==> src/rtl/pix_hit_tsbuf_pkg.sv <==
package pix_hit_tsbuf_pkg;
    localparam int WORD_W = 16;

    typedef enum logic [1:0] {
        ST_IDLE = 2'd0,
        ST_ACQ  = 2'd1,
        ST_READ = 2'd2
    } tsb_state_e;
endpackage

==> src/rtl/pix_hit_tsbuf_xctr.sv <==
module pix_hit_tsbuf_xctr #(
    parameter int MAX_XING = 5000,
    localparam int XW = $clog2(MAX_XING + 1)
) (
    input  logic          clk_i,
    input  logic          rst_ni,
    input  logic          clr_i,
    input  logic          step_i,
    output logic [XW-1:0] value_o,
    output logic          live_o
);
    localparam logic [XW-1:0] LIMIT = XW'(MAX_XING);

    logic [XW-1:0] cnt_q;

    assign live_o  = (cnt_q < LIMIT);
    assign value_o = cnt_q;

    always_ff @(posedge clk_i or negedge rst_ni) begin
        if (!rst_ni) begin
            cnt_q <= '0;
        end else if (clr_i) begin
            cnt_q <= '0;
        end else if (step_i && live_o) begin
            cnt_q <= cnt_q + 1'b1;
        end
    end
endmodule

==> src/rtl/pix_hit_tsbuf_store.sv <==
module pix_hit_tsbuf_store
    import pix_hit_tsbuf_pkg::*;
#(
    parameter int DEPTH = 8,
    localparam int CW = $clog2(DEPTH + 1),
    localparam int IW = (DEPTH > 1) ? $clog2(DEPTH) : 1
) (
    input  logic              clk_i,
    input  logic              rst_ni,
    input  logic              clr_i,
    input  logic              wr_en_i,
    input  logic [WORD_W-1:0] wr_data_i,
    input  logic [IW-1:0]     rd_idx_i,
    output logic [WORD_W-1:0] rd_data_o,
    output logic [CW-1:0]     fill_o,
    output logic              ovf_o
);
    localparam logic [CW-1:0] FULL = CW'(DEPTH);

    logic [WORD_W-1:0] mem_q [DEPTH];
    logic [CW-1:0]     fill_q;
    logic              ovf_q;
    logic              full;

    assign full      = (fill_q == FULL);
    assign fill_o    = fill_q;
    assign ovf_o     = ovf_q;
    assign rd_data_o = mem_q[rd_idx_i];

    always_ff @(posedge clk_i or negedge rst_ni) begin
        if (!rst_ni) begin
            fill_q <= '0;
            ovf_q  <= 1'b0;
        end else if (clr_i) begin
            fill_q <= '0;
            ovf_q  <= 1'b0;
        end else if (wr_en_i) begin
            if (full) begin
                ovf_q <= 1'b1;
            end else begin
                fill_q <= fill_q + 1'b1;
            end
        end
    end

    for (genvar g = 0; g < DEPTH; g++) begin : g_slot
        always_ff @(posedge clk_i) begin
            if (wr_en_i && !clr_i && !full && (fill_q == CW'(g))) begin
                mem_q[g] <= wr_data_i;
            end
        end
    end
endmodule

==> src/rtl/pix_hit_tsbuf.sv <==
module pix_hit_tsbuf
    import pix_hit_tsbuf_pkg::*;
#(
    parameter int DEPTH    = 8,
    parameter int MAX_XING = 5000
) (
    input  logic              clk_i,
    input  logic              rst_ni,
    input  logic              train_start_i,
    input  logic              train_end_i,
    input  logic              xing_strobe_i,
    input  logic              hit_i,
    input  logic              rd_ready_i,
    output logic              rd_valid_o,
    output logic [WORD_W-1:0] rd_data_o,
    output logic              busy_err_o
);
    localparam int XW = $clog2(MAX_XING + 1);
    localparam int CW = $clog2(DEPTH + 1);
    localparam int IW = (DEPTH > 1) ? $clog2(DEPTH) : 1;

    tsb_state_e        state_q, state_d;
    logic [CW-1:0]     rd_ptr_q;
    logic              busy_q;
    logic [XW-1:0]     xing_w;
    logic              live_w;
    logic [CW-1:0]     fill_w;
    logic              ovf_w;
    logic [WORD_W-1:0] entry_w;
    logic              sample;
    logic              take;
    logic              at_status;

    assign sample    = (state_q == ST_ACQ) && xing_strobe_i && live_w && !train_start_i;
    assign at_status = (rd_ptr_q == fill_w);
    assign take      = (state_q == ST_READ) && rd_ready_i && !train_start_i;

    pix_hit_tsbuf_xctr #(.MAX_XING(MAX_XING)) u_xctr (
        .clk_i   (clk_i),
        .rst_ni  (rst_ni),
        .clr_i   (train_start_i),
        .step_i  (sample),
        .value_o (xing_w),
        .live_o  (live_w)
    );

    pix_hit_tsbuf_store #(.DEPTH(DEPTH)) u_store (
        .clk_i     (clk_i),
        .rst_ni    (rst_ni),
        .clr_i     (train_start_i),
        .wr_en_i   (sample && hit_i),
        .wr_data_i (WORD_W'(xing_w)),
        .rd_idx_i  (rd_ptr_q[IW-1:0]),
        .rd_data_o (entry_w),
        .fill_o    (fill_w),
        .ovf_o     (ovf_w)
    );

    // state register
    always_ff @(posedge clk_i or negedge rst_ni) begin
        if (!rst_ni) begin
            state_q <= ST_IDLE;
        end else begin
            state_q <= state_d;
        end
    end

    // next-state selection; train start has priority everywhere
    always_comb begin
        state_d = state_q;
        unique case (state_q)
            ST_IDLE: if (train_start_i) state_d = ST_ACQ;
            ST_ACQ: begin
                if (train_start_i)    state_d = ST_ACQ;
                else if (train_end_i) state_d = ST_READ;
            end
            ST_READ: begin
                if (train_start_i)          state_d = ST_ACQ;
                else if (take && at_status) state_d = ST_IDLE;
            end
            default: state_d = ST_IDLE;
        endcase
    end

    // read pointer and busy-error flag
    always_ff @(posedge clk_i or negedge rst_ni) begin
        if (!rst_ni) begin
            rd_ptr_q <= '0;
            busy_q   <= 1'b0;
        end else begin
            if (train_start_i) begin
                rd_ptr_q <= '0;
                busy_q   <= (state_q == ST_READ);
            end else if (take && !at_status) begin
                rd_ptr_q <= rd_ptr_q + 1'b1;
            end
        end
    end

    // outputs
    always_comb begin
        rd_valid_o = (state_q == ST_READ);
        busy_err_o = busy_q;
        if (at_status) begin
            rd_data_o = {ovf_w, (WORD_W-1)'(fill_w)};
        end else begin
            rd_data_o = entry_w;
        end
    end
endmodule

==> config.mk <==
export PLATFORM = sky130hd
export DESIGN_NAME = pix_hit_tsbuf
export DESIGN_NICKNAME = d
export VERILOG_FILES = /design/src/rtl/pix_hit_tsbuf_pkg.sv /design/src/rtl/pix_hit_tsbuf_xctr.sv /design/src/rtl/pix_hit_tsbuf_store.sv /design/src/rtl/pix_hit_tsbuf.sv
export SDC_FILE = /design/constraint.sdc
export NUM_CORES = 1
export LEC_CHECK = 0
export ABC_CLOCK_PERIOD_IN_PS = 2200
export BUFFER_PORTS_ARGS = -buffer_cell sky130_fd_sc_hd__buf_4
export CAP_MARGIN = 5
export CORE_ASPECT_RATIO = 0.75
export CORE_MARGIN = 8
export CORE_UTILIZATION = 25
export CTS_BUF_LIST = sky130_fd_sc_hd__clkbuf_16
export DETAILED_ROUTE_END_ITERATION = 10
export GPL_ROUTABILITY_DRIVEN = 0
export PLACE_DENSITY = 0.52
export REMOVE_ABC_BUFFERS = 1
export SYNTH_ARGS = -nofsm -noshare
export SYNTH_HDL_FRONTEND = slang
export SYNTH_SLANG_ARGS = --single-unit
==> constraint.sdc <==
create_clock -name clk_i -period 2.2 [get_ports clk_i]
set_clock_uncertainty 0.1 [all_clocks]
set_input_delay 0.44 -clock clk_i [delete_from_list [all_inputs] [get_ports clk_i]]
set_output_delay 0.44 -clock clk_i [all_outputs]
set_load 0.005 [all_outputs]
==> results.md <==
- Total of max-cap violations: 0
- Post-Syn Area: 5480 um^2
- Leakage: 2.59 nW
- Final ANT Viol Nets: 0
- Final std cells w/o fill: 724
- Worst-path clk slew: 0.06 ns
- Met1 usage in global routing: 13.2%
- HP Class: in2reg
- Die area: 27000 um^2
- Root buf cell: clkbuf_16
- Core Area: 21800 um^2
- Unique masters post-synth: 43
- CTS buffer count: 17
- DR WL/cell: 18.0 um
- Synth Instances: ~330
- Mux cell area share after synthesis: 14.3%
- Relative slew margins: a little under two thirds
- Post-DR vias/cell: 4.45
- Initial antenna violation count: 0
- Horiz. Die Dim: 187 um
- Routed vias: 3223
- Final nets: 430
- Area after DPL: between 6000 and 7000 um^2
- DRT Pass-1 Iters: 5
- Starting Density: 25.2%
- Die H: 144 um
- Adder-Cell Fraction of Synth Area: 1.37%
- Layout cells sized above 1: a little over a third
- Register area share after synthesis: 68.4%
- Final min period: 2.49 ns
- CTS tree: done
- ANT cells: 0
- Setup TNS: -3.42 ns
- Area growth syn-to-layout: 30.6%
- Failing checks: setup timing
- Gr ovfl total: 0
- FFs w/ async S/R, synth: roughly 19%
- First-pass GRT wire length: 19500 um
- Number of synthesized register bits: roughly 130
- Pwr Density: 813 nW/um^2
- Max Transition Viols Final: 0
- Slew @ Worst Pin: between 0.5 and 0.6 ns
- Post-placement cell count: about 700
- CP Data Required Time: 1.66 ns
- Period utilisation layout: 113%
- Warnings, synthesis: 0
- DRT Wirelength: between 10000 and 15000 um
- Grt met3 use: 2.67%
- Setup-failing EPs final: 14
- Global-route met2 utilization: 15.1%
- Gr busiest metal: met2
- Simple-Gate Fraction of Synth Area: 8.04%
- Row Count: 47
- TritonCTS sink count: 129
- CTS H-tree lvls: 4
- Critical path type: reg2out
- EDFF count, synth: around 100
- Endpoint type of the worst setup path: output port
- Top FF cell, synth: edfxtp_1
- Post-synth top area cell: edfxtp_1
- DRC viols: 0
- Yosys top cell area share: 57.0%
- IO buf count: 22
- Most numerous cell in the Yosys netlist: edfxtp_1
- Synth Area in XOR/XNOR: 0.959%
- Main area contributors after synthesis: edfxtp_1, dfrtp_1, mux4_2, mux2i_1, a21oi_1
- Total power: 0.00581 W
- Outcome: finished with violations
- Vias in the first global route: roughly 3200
- Largest fanout on the critical path: 12
- RSZ-0062 raised after global routing: yes
- Crit path arrival time: 1.95 ns
- Post-synthesis compound-gate area fraction: 4.71%
- Final core occ: 32.9%
- CTS Buffer Depth: 2
- IO Pins: 25
- Post-route setup slack: -0.289 ns
- GR Util All Layers: 9.83%
- Largest family of logic cells by synthesized area: multiplexers
- Final HPWL DP: 8430 um
- Max IR drop VDD: 0.000340 V
- Worst skew pair latency: 0.41 ns
- Largest net degree at the start of global routing: 30
- DR iter-0 viols: 320
- Setup crit start kind: flop
- Synthesized area per cell: 16.5 um^2
- FMAX: ~400 MHz
- Design area: between 7000 and 8000 um^2
- Most instantiated cells after synthesis: edfxtp_1, mux4_2, dfrtp_1
- Hold Fails Final Rpt: 0
- R2R Setup Slk: 0.09 ns
-- registers in the layout, summed over array words and instances, names as in the netlist --
signal,flops
u_store.mem_q,104
u_xctr.value_o,13
u_store.ovf_o,1
busy_err_o,1
rd_ptr_q,4
u_store.fill_o,4
state_q,2
-- power by group --
group,internal (W),switching (W),total (W)
registers,0.00263,0.0000130,0.00264
clock network,0.00189,0.00106,0.00295
logic,0.000112,0.000110,0.000222
total,0.00463,0.00118,0.00581
-- layout make-up --
type / instances / area [um^2]
Fill cell: 2140 / 14600
Sequential cell: 129 / 3750
Multi-Input combinational cell: 177 / 1640
Timing Repair Buffer: 81 / 731
Clock buffer: 17 / 425
Tap cell: 294 / 368
Clock inverter: 15 / 193
Inverter: 11 / 41.3
-- cell families (layout without fill, tap and decap cells) --
group	count (synthesis)	after routing
fa+ha+maj	6	6
mux	45	45
other cells	1	2
simple gates	77	77
flops	129	129
xor+xnor	6	6
compound gates	41	41
buf+inv	26	124
-- per-stage QoR --
step                hold WS (ns)  setup slack, ns
floorplan                 0.0444            -1.17
global placement           0.274           0.0234
detailed placement         0.279           0.0326
CTS                        0.211           -0.339
global route               0.222           -0.378
finish                     0.229           -0.289
-- worst paths after layout --
check | to | depth (start not counted) | startpoint
worst max-delay path | rd_data_o[0] | 5 | rd_ptr_q[0]$_DFFE_PN0P_
worst min-delay path | state_q[1]$_DFFE_PN0P_ | 3 | train_end_i
min in group asynchronous | u_xctr.value_o[1]$_DFFE_PN0P_ | 2 | rst_ni
max in group asynchronous | u_store.fill_o[3]$_DFFE_PN0P_ | 2 | rst_ni
worst max register to register | u_store.mem_q[3][5]$_DFFE_PP_ | 7 | u_xctr.value_o[3]$_DFFE_PN0P_
worst min register to register | state_q[0]$_DFFE_PN0P_ | 1 | state_q[1]$_DFFE_PN0P_
-- layout by cell type, fill, tap and decap left out, drive strengths merged, types with 4 or more instances in the layout --
cell / Yosys / routed
edfxtp: 104 / 104
mux4: 26 / 26
mux2: 4 / 4
and2: 10 / 10
nand2b: 4 / 4
dfrtp: 25 / 25
buf: 9 / 79
a21oi: 15 / 15
ha: 6 / 6
bufinv: 0 / 4
xor2: 5 / 5
inv: 11 / 13
o21ai: 11 / 11
mux2i: 15 / 15
o31ai: 8 / 8
clkinv: 0 / 7
nand4: 5 / 5
or3: 5 / 5
nand2: 14 / 14
clkbuf: 6 / 17
nor2: 17 / 17
or4: 6 / 6
-- critical path, stage by stage (launching register included) --
cell and delay [ns]:
dfrtp_2 0.45, buf_12 0.19, mux4_2 0.51, mux2i_1 0.17
o21ai_1 0.08, buf_4 0.13
-- repair_timing --
item | in CTS | in global routing
resized for setup | 3 | 10
setup buffers | 6 | 1
gates cloned | 1 | 0
setup endpoints to repair | 14 | 52
endpoints found under the hold margin | 25 | 0
pin swaps | 1 | 1
hold buffers | 1 | 0
-- per-layer routing --
metal	wire length (um)	part of all wire, %	vias up
li1	-	-	1470
met1	6280	48	1657
met2	5960	46	82
met3	639	4.9	14
met4	162	1.2	0
met5	0	0	-
Note: power is estimated with default switching activity, not from simulation.
